## config.mk

```make
export PLATFORM = sky130hd
export DESIGN_NAME = irrx_sampler
export DESIGN_NICKNAME = d
export VERILOG_FILES = /design/src/rtl/irrx_pkg.sv /design/src/rtl/irrx_run_encoder.sv /design/src/rtl/irrx_fifo.sv /design/src/rtl/irrx_sampler.sv
export SDC_FILE = /design/constraint.sdc
export NUM_CORES = 1
export LEC_CHECK = 0
export BUFFER_PORTS_ARGS = -buffer_cell sky130_fd_sc_hd__buf_2
export CAP_MARGIN = 20
export CORE_ASPECT_RATIO = 1.4
export CORE_MARGIN = 8
export CORE_UTILIZATION = 54
export DETAILED_ROUTE_END_ITERATION = 10
export PLACE_DENSITY = 0.78
export SLEW_MARGIN = 20
export SYNTH_ARGS = -nofsm -noshare
export SYNTH_HDL_FRONTEND = slang
export SYNTH_HIERARCHICAL = 1
export SYNTH_SLANG_ARGS = --single-unit
```

## constraint.sdc

```tcl
create_clock -name clk -period 11.79 [get_ports clk]
set_clock_uncertainty 0.05 [all_clocks]
set_input_delay 1.7685 -clock clk [delete_from_list [all_inputs] [get_ports clk]]
set_output_delay 1.7685 -clock clk [all_outputs]
set_load 0.05 [all_outputs]
```

## src/rtl/irrx_pkg.sv

```systemverilog
`timescale 1ns/1ps
package irrx_pkg;
  localparam logic [2:0] A_CTRL    = 3'd0;
  localparam logic [2:0] A_STATUS  = 3'd1;
  localparam logic [2:0] A_IEN     = 3'd2;
  localparam logic [2:0] A_COUNT   = 3'd3;
  localparam logic [2:0] A_DATA    = 3'd4;
  localparam logic [2:0] A_LIM_HI  = 3'd5;
  localparam logic [2:0] A_LIM_LO  = 3'd6;
  localparam logic [2:0] A_FIFOCTL = 3'd7;

  localparam int ST_READY = 7;
  localparam int ST_TRIG  = 6;
  localparam int ST_PEND  = 5;
  localparam int ST_OVR   = 4;

  localparam logic [7:0] END_MARK = 8'h80;
  localparam logic [6:0] LEN_MAX  = 7'h7F;

  // run-length byte: level in bit 7, sample count below it
  function automatic logic [7:0] run_byte(input logic lvl, input logic [6:0] len);
    return {lvl, len};
  endfunction

  // true when the coming space sample reaches the idle limit
  function automatic logic idle_expired(input logic [15:0] idle, input logic [15:0] lim);
    return (lim != 16'd0) && (({1'b0, idle} + 17'd1) >= {1'b0, lim});
  endfunction
endpackage

```

## src/rtl/irrx_run_encoder.sv

```systemverilog
`timescale 1ns/1ps
module irrx_run_encoder import irrx_pkg::*; #(
  parameter int SAMPLE_DIV = 10000
) (
  input  logic        clk,
  input  logic        rst_n,
  input  logic        en,
  input  logic        ir_in,
  input  logic [15:0] idle_limit,
  output logic        push_o,
  output logic [7:0]  data_o
);
  localparam int PW = (SAMPLE_DIV > 1) ? $clog2(SAMPLE_DIV) : 1;

  logic [1:0]    sync_q;
  logic [PW-1:0] presc_q;
  logic          active_q, cur_q;
  logic [6:0]    run_q;
  logic [15:0]   idle_q;

  logic          act_d, cur_d;
  logic [6:0]    run_d;
  logic [15:0]   idle_d;
  logic          pulse_now;
  logic          tick;

  assign pulse_now = ~sync_q[1];
  assign tick      = en && (presc_q == PW'(SAMPLE_DIV - 1));

  always_comb begin
    act_d  = active_q;
    cur_d  = cur_q;
    run_d  = run_q;
    idle_d = idle_q;
    push_o = 1'b0;
    data_o = 8'h00;
    if (!en) begin
      act_d  = 1'b0;
      cur_d  = 1'b0;
      run_d  = 7'd0;
      idle_d = 16'd0;
    end else if (tick) begin
      if (!active_q) begin
        if (pulse_now) begin
          act_d  = 1'b1;
          cur_d  = 1'b1;
          run_d  = 7'd1;
          idle_d = 16'd0;
        end
      end else if (pulse_now != cur_q) begin
        if (run_q != 7'd0) begin
          push_o = 1'b1;
          data_o = run_byte(cur_q, run_q);
        end
        cur_d  = pulse_now;
        run_d  = 7'd1;
        idle_d = pulse_now ? 16'd0 : 16'd1;
      end else if (!cur_q && idle_expired(idle_q, idle_limit)) begin
        push_o = 1'b1;
        data_o = END_MARK;
        act_d  = 1'b0;
        cur_d  = 1'b0;
        run_d  = 7'd0;
        idle_d = 16'd0;
      end else begin
        if (!cur_q) idle_d = idle_q + 16'd1;
        if ((run_q + 7'd1) == LEN_MAX) begin
          push_o = 1'b1;
          data_o = run_byte(cur_q, LEN_MAX);
          run_d  = 7'd0;
        end else begin
          run_d = run_q + 7'd1;
        end
      end
    end
  end

  always_ff @(posedge clk or negedge rst_n) begin
    if (!rst_n) begin
      sync_q   <= 2'b11;
      presc_q  <= '0;
      active_q <= 1'b0;
      cur_q    <= 1'b0;
      run_q    <= 7'd0;
      idle_q   <= 16'd0;
    end else begin
      sync_q   <= {sync_q[0], ir_in};
      if (!en || tick) presc_q <= '0;
      else             presc_q <= presc_q + PW'(1);
      active_q <= act_d;
      cur_q    <= cur_d;
      run_q    <= run_d;
      idle_q   <= idle_d;
    end
  end

  // an emitted byte never carries a zero length except the end marker
  p_len_nonzero_r2: assert property (@(posedge clk) disable iff (!rst_n)
    push_o |-> (data_o[6:0] != 7'd0 || data_o == END_MARK));

  // after an end marker the sampler waits for a new pulse
  p_end_idle_r4: assert property (@(posedge clk) disable iff (!rst_n)
    (push_o && data_o == END_MARK) |=> !active_q);

  // a disabled sampler emits nothing
  p_quiet_off_r10: assert property (@(posedge clk) disable iff (!rst_n)
    !en |-> !push_o);
endmodule

```

## src/rtl/irrx_fifo.sv

```systemverilog
`timescale 1ns/1ps
module irrx_fifo #(
  parameter int W     = 8,
  parameter int DEPTH = 32,
  parameter int CW    = $clog2(DEPTH + 1)
) (
  input  logic          clk,
  input  logic          rst_n,
  input  logic          clr_i,
  input  logic          push_i,
  input  logic [W-1:0]  din_i,
  input  logic          pop_i,
  output logic [W-1:0]  dout_o,
  output logic [CW-1:0] count_o,
  output logic          acc_o,
  output logic          ovf_o
);
  localparam int AW = (DEPTH > 1) ? $clog2(DEPTH) : 1;

  logic [W-1:0]  mem_q [DEPTH];
  logic [AW-1:0] wp_q, rp_q;
  logic [CW-1:0] cnt_q;
  logic          do_pop, full;

  function automatic logic [AW-1:0] step(input logic [AW-1:0] p);
    return (p == AW'(DEPTH - 1)) ? '0 : p + AW'(1);
  endfunction

  assign full    = (cnt_q == CW'(DEPTH));
  assign do_pop  = pop_i && (cnt_q != '0) && !clr_i;
  assign acc_o   = push_i && !clr_i && (!full || do_pop);
  assign ovf_o   = push_i && !clr_i && full && !do_pop;
  assign dout_o  = mem_q[rp_q];
  assign count_o = cnt_q;

  always_ff @(posedge clk) begin
    if (acc_o) mem_q[wp_q] <= din_i;
  end

  always_ff @(posedge clk or negedge rst_n) begin
    if (!rst_n) begin
      wp_q  <= '0;
      rp_q  <= '0;
      cnt_q <= '0;
    end else if (clr_i) begin
      wp_q  <= '0;
      rp_q  <= '0;
      cnt_q <= '0;
    end else begin
      if (acc_o)  wp_q <= step(wp_q);
      if (do_pop) rp_q <= step(rp_q);
      cnt_q <= cnt_q + CW'(acc_o) - CW'(do_pop);
    end
  end

  p_no_overflow_r5: assert property (@(posedge clk) disable iff (!rst_n)
    cnt_q <= CW'(DEPTH));

  p_full_drop_r6: assert property (@(posedge clk) disable iff (!rst_n)
    (full && push_i && !pop_i && !clr_i) |=> (cnt_q == CW'(DEPTH)));

  p_clear_r7: assert property (@(posedge clk) disable iff (!rst_n)
    clr_i |=> (cnt_q == '0));
endmodule

```

## src/rtl/irrx_sampler.sv

```systemverilog
`timescale 1ns/1ps
module irrx_sampler import irrx_pkg::*; #(
  parameter int SAMPLE_DIV = 10000,
  parameter int FIFO_DEPTH = 32
) (
  input  logic       clk,
  input  logic       rst_n,
  input  logic       ir_in,
  input  logic       reg_wr,
  input  logic       reg_rd,
  input  logic [2:0] reg_addr,
  input  logic [7:0] reg_wdata,
  output logic [7:0] reg_rdata,
  input  logic [3:0] tx_evt,
  output logic       irq
);
  localparam int CW = $clog2(FIFO_DEPTH + 1);

  logic        en_q;
  logic [7:0]  ien_q, status_q;
  logic [15:0] limit_q;
  logic [5:0]  trig_q;

  logic        enc_push;
  logic [7:0]  enc_data;
  logic        fifo_clr, fifo_pop, fifo_acc, fifo_ovf;
  logic [7:0]  fifo_dout;
  logic [CW-1:0] fifo_cnt;
  logic [7:0]  cnt8;
  logic [7:0]  set_vec, w1c_mask;

  irrx_run_encoder #(.SAMPLE_DIV(SAMPLE_DIV)) u_enc (
    .clk(clk), .rst_n(rst_n), .en(en_q), .ir_in(ir_in),
    .idle_limit(limit_q), .push_o(enc_push), .data_o(enc_data));

  assign fifo_clr = reg_wr && (reg_addr == A_FIFOCTL) && reg_wdata[7];
  assign fifo_pop = reg_rd && (reg_addr == A_DATA);

  irrx_fifo #(.W(8), .DEPTH(FIFO_DEPTH), .CW(CW)) u_fifo (
    .clk(clk), .rst_n(rst_n), .clr_i(fifo_clr), .push_i(enc_push),
    .din_i(enc_data), .pop_i(fifo_pop), .dout_o(fifo_dout),
    .count_o(fifo_cnt), .acc_o(fifo_acc), .ovf_o(fifo_ovf));

  assign cnt8 = 8'(fifo_cnt);

  always_comb begin
    set_vec           = 8'h00;
    set_vec[3:0]      = tx_evt;
    set_vec[ST_TRIG]  = (trig_q != 6'd0) && (cnt8 >= {2'b00, trig_q});
    set_vec[ST_PEND]  = enc_push && (enc_data == END_MARK);
    set_vec[ST_OVR]   = fifo_ovf;
    set_vec[ST_READY] = fifo_acc || fifo_ovf;
  end

  assign w1c_mask = (reg_wr && reg_addr == A_STATUS) ? reg_wdata : 8'h00;

  always_ff @(posedge clk or negedge rst_n) begin
    if (!rst_n) begin
      en_q     <= 1'b0;
      ien_q    <= 8'h00;
      status_q <= 8'h00;
      limit_q  <= 16'd0;
      trig_q   <= 6'd0;
    end else begin
      status_q <= (status_q & ~w1c_mask) | set_vec;
      if (reg_wr) begin
        case (reg_addr)
          A_CTRL:    en_q          <= reg_wdata[0];
          A_IEN:     ien_q         <= reg_wdata;
          A_LIM_HI:  limit_q[15:8] <= reg_wdata;
          A_LIM_LO:  limit_q[7:0]  <= reg_wdata;
          A_FIFOCTL: trig_q        <= reg_wdata[5:0];
          default: ;
        endcase
      end
    end
  end

  always_comb begin
    case (reg_addr)
      A_CTRL:    reg_rdata = {7'd0, en_q};
      A_STATUS:  reg_rdata = status_q;
      A_IEN:     reg_rdata = ien_q;
      A_COUNT:   reg_rdata = cnt8;
      A_DATA:    reg_rdata = (fifo_cnt == '0) ? 8'h00 : fifo_dout;
      A_LIM_HI:  reg_rdata = limit_q[15:8];
      A_LIM_LO:  reg_rdata = limit_q[7:0];
      A_FIFOCTL: reg_rdata = {2'b00, trig_q};
      default:   reg_rdata = 8'h00;
    endcase
  end

  assign irq = |(status_q & ien_q);

  p_ovr_ready_r6: assert property (@(posedge clk) disable iff (!rst_n)
    $rose(status_q[ST_OVR]) |-> status_q[ST_READY]);

  p_w1c_r8: assert property (@(posedge clk) disable iff (!rst_n)
    (reg_wr && reg_addr == A_STATUS) |=>
      ((status_q & $past(reg_wdata) & ~$past(set_vec)) == 8'h00));

  p_irq_off_r9: assert property (@(posedge clk) disable iff (!rst_n)
    (ien_q == 8'h00) |-> !irq);

  p_pop_r5: assert property (@(posedge clk) disable iff (!rst_n)
    (fifo_pop && fifo_cnt != '0 && !enc_push && !fifo_clr) |=>
      (fifo_cnt == $past(fifo_cnt) - CW'(1)));
endmodule

```

==> metrics.md <==
| Metric | Value |
|---|---|
| TritonRoute pass-1 iters | 5 |
| Die ar. | 0.0361 mm2 |
| MaxCap Viol Count | 0 |
| Postcts setup bufs | 0 |
| Clk pwr share | 0.357 |
| Element type at the critical path end | register |
| Reg power frac | 0.471 |
| Pwr dens | 173 mW/mm2 |
| Async SR Flop Fraction | 0.273 |
| Vias | 10,100 |
| Worst endpoint required time | 11,900 ps |
| Row Count | 75 |
| IO Port Bufs | 28 |
| H-Tree Level Count | 2 |
| Antenna Nets Post-Route | 0 |
| Psw | ~0.9 mW |
| Die Span X | 163 um |
| Final min period | 6230 ps |
| Worst Tran Pin Value | 995 ps |
| Core area | 0.0298 mm2 |
| Dpl ws | 5710 ps |
| Hold Vio Cnt, Final | 0 |
| Leak | 7.40 nW |
| Synth Register Bits | 352 |
| Initial antenna violation count | 0 |
| Final HPWL DP | approximately 24 mm |
| Syn. warnings | 6 |
| Clock tree buffer depth | 3 |
| Global-route wire length before repair | 57.8 mm |
| Average cell area after synthesis | around 14 um2 |
| Sequential element share of the synthesized area | 0.619 |
| Final Cell Area | 0.0180 mm2 |
| CP Launch Type | register |
| Die height | 222 um |
| Unrepaired setup endpoints after global routing | false |
| Clk_lat worst skew | approximately 530 ps |
| Crit-path max FO | 22 |
| Leading area contributor after synthesis | edfxtp_1 |
| Fmax | 0.160 GHz |
| Cells after Synth | roughly 1,200 |
| Final setup margin | about 5600 ps |
| Hold buffer count at CTS | 0 |
| TritonCTS Sinks | around 350 |
| VDD IR max | 0.127 mV |
| Area Growth Syn to Fin | 10.3% |
| Netlist Area Pre-Place | roughly 0.016 mm2 |
| PostCTS Resize Cnt | 0 |
| Layout fillers | 2,242 |
| CTS clk-pin slew, worst paths | around 60 ps |
| Layout Cells excl Fill | roughly 1,600 |
| Routability Congestion | 0.990 |
| CTS Buf Count | 36 |
| CTS tree | built |
| Total grt overflow | 0 |
| Vias per cell | ~6.3 |
| Remaining routing DRC violations | 0 |
| GRT Total Usage | 0.206 |
| Combinational share of power | 0.171 |
| Core Util, Final | 0.603 |
| Layout Nets | ~1,300 |
| Top cells by area, synth | edfxtp_1, dfrtp_1, mux2i_1 |
| Syn nets | around 1,200 |
| Crit share post-route | 0.529 |
| Largest net degree at the start of global routing | 79 |
| Pint | 2.23 mW |
| HP Class | register to register |
| Initial DRC Count | 835 |
| Multi-input logic area | 0.00580 mm2 |
| Switching Share | 0.283 |
| Max Slew Vio Count | 0 |
| WL final | 37.2 mm |
| # IOs | 29 |
| Drt wl/cell | 23.0 um |
| Reg area | 0.0101 mm2 |
| Root Buffer | clkbuf_16 |
| Inst Count DP | 1,553 |
| Number of global-route vias before repair | around 10,000 |
| Initial core utilization | 0.546 |
| # setup viols final | 0 |
| Cell variety after synth | 76 |
| Post-Place Cell Area | 0.0168 mm2 |
| Fin Hold WS | 305 ps |
| ANT cells | 0 |
| Post-layout power | 3.11 mW |
| Layout cells sized above 1 | 0.152 |
| Setup TNS Final | 0 ps |
| Top-area cell type share of the netlist area | 0.471 |
| Relative slew slack | 0.337 |
| CP arrival | between 6000 and 7000 ps |
| Dominant synthesized flop cell | edfxtp_1 |
| Status | finished clean |
| CP Class | register to register |
| Number of synthesized flops with an enable pin | approximately 260 |
[flip-flops by register name (all words and copies together), names as in the netlist]
signal / count
u_fifo/count_o: 6
u_fifo/rp_q: 5
u_enc/presc_q: 14
u_enc/run_q: 7
u_enc/active_q: 1
u_fifo/mem_q: 256
u_enc/cur_q: 1
u_fifo/wp_q: 5
en_q: 1
u_enc/idle_q: 16
u_enc/sync_q: 2
ien_q: 8
status_q: 8
trig_q: 6
limit_q: 16
[cells in the mapped netlist, types with 21 or more instances]
library cell	number
ha_1	43
inv_1	46
buf_2	24
a21oi_1	45
o21ai_0	23
nor2_1	72
dfrtp_1	94
mux2_2	36
mux2i_1	72
edfxtp_1	256
nand2_1	90
nand3_1	45
and3_1	21
a22oi_1	26
[worst max-delay path: stages, from the launching register on]
cell and delay (ps):
dfrtp_1 440, ha_1 250, nand3_1 190, or2_2 410, nor3_1 240, xor2_1 130, ha_1 310, nand4_1 130
nor4_1 350, a311oi_1 100, a41oi_2 220, buf_4 280, nor3_1 90, nor2_1 350, nand2b_1 130, a21oi_1 780
nand2_1 640, nor2_1 760
[placed cells by master, fill, tap and decap left out, drive strengths merged, types with 43 or more instances in the layout]
cell type  instances
a21oi             45
buf               43
clkbuf            50
dfrtp             94
edfxtp           256
ha                43
inv               47
mux2i             72
nand2             90
nand3             45
nor2              73
[per-layer routing]
layer,share of wire,up-vias,global-route usage
li1,-,4559,-
met1,0.38,5114,0.245
met2,0.52,338,0.359
met3,0.051,98,0.0297
met4,0.044,0,0.0955
met5,0,-,0
[power by group through the flow]
stage,registers [mW],logic (mW),clock network [mW]
5_1_grt,1.48,0.576,1.18
2_1_floorplan,1.42,0.451,0
3_3_place_gp,1.49,0.517,0
4_1_cts,1.47,0.530,1.13
6_report,1.47,0.533,1.11
3_5_place_dp,1.49,0.525,0
[logic make-up after synthesis]
| kind of cell | Yosys count | synth area share |
|---|---|---|
| xor gates and xnor gates | 29 | 0.0156 |
| adders and majority gates | 44 | 0.0342 |
| muxes | 141 | 0.118 |
| DFF | 352 | 0.619 |
| buffers and inverters | 98 | 0.0272 |
| AOI/OAI and AO/OA | 187 | 0.0849 |
| and+or+nand+nor | 326 | 0.101 |
[path summary, 6_finish.rpt]
check                                 from                  end  slack [ps]  cells after the start
setup reg to reg           u_enc/idle_q[0]  u_fifo/mem_q[20][2]        5560                     17
hold / removal             u_enc/sync_q[0]      u_enc/sync_q[1]         300                      0
max in group asynchronous            rst_n       u_fifo/rp_q[3]        9370                      2
setup / recovery           u_enc/idle_q[0]  u_fifo/mem_q[20][2]        5560                     17
min in group asynchronous            rst_n          limit_q[11]        1050                      1
hold reg to reg            u_enc/sync_q[0]      u_enc/sync_q[1]         300                      0
[cell type report]
| class | count | share of cell area |
|---|---|---|
| flip-flops and latches | 352 | 0.561 |
| clock buffers | 50 | 0.0565 |
| multi-input cells | 727 | 0.322 |
| well taps | 385 | 0.0268 |
| clock inverters | 13 | 0.00904 |
| repair buffers | 43 | 0.0146 |
| inverters | 46 | 0.00960 |
Power figures use the tool's default switching activity.
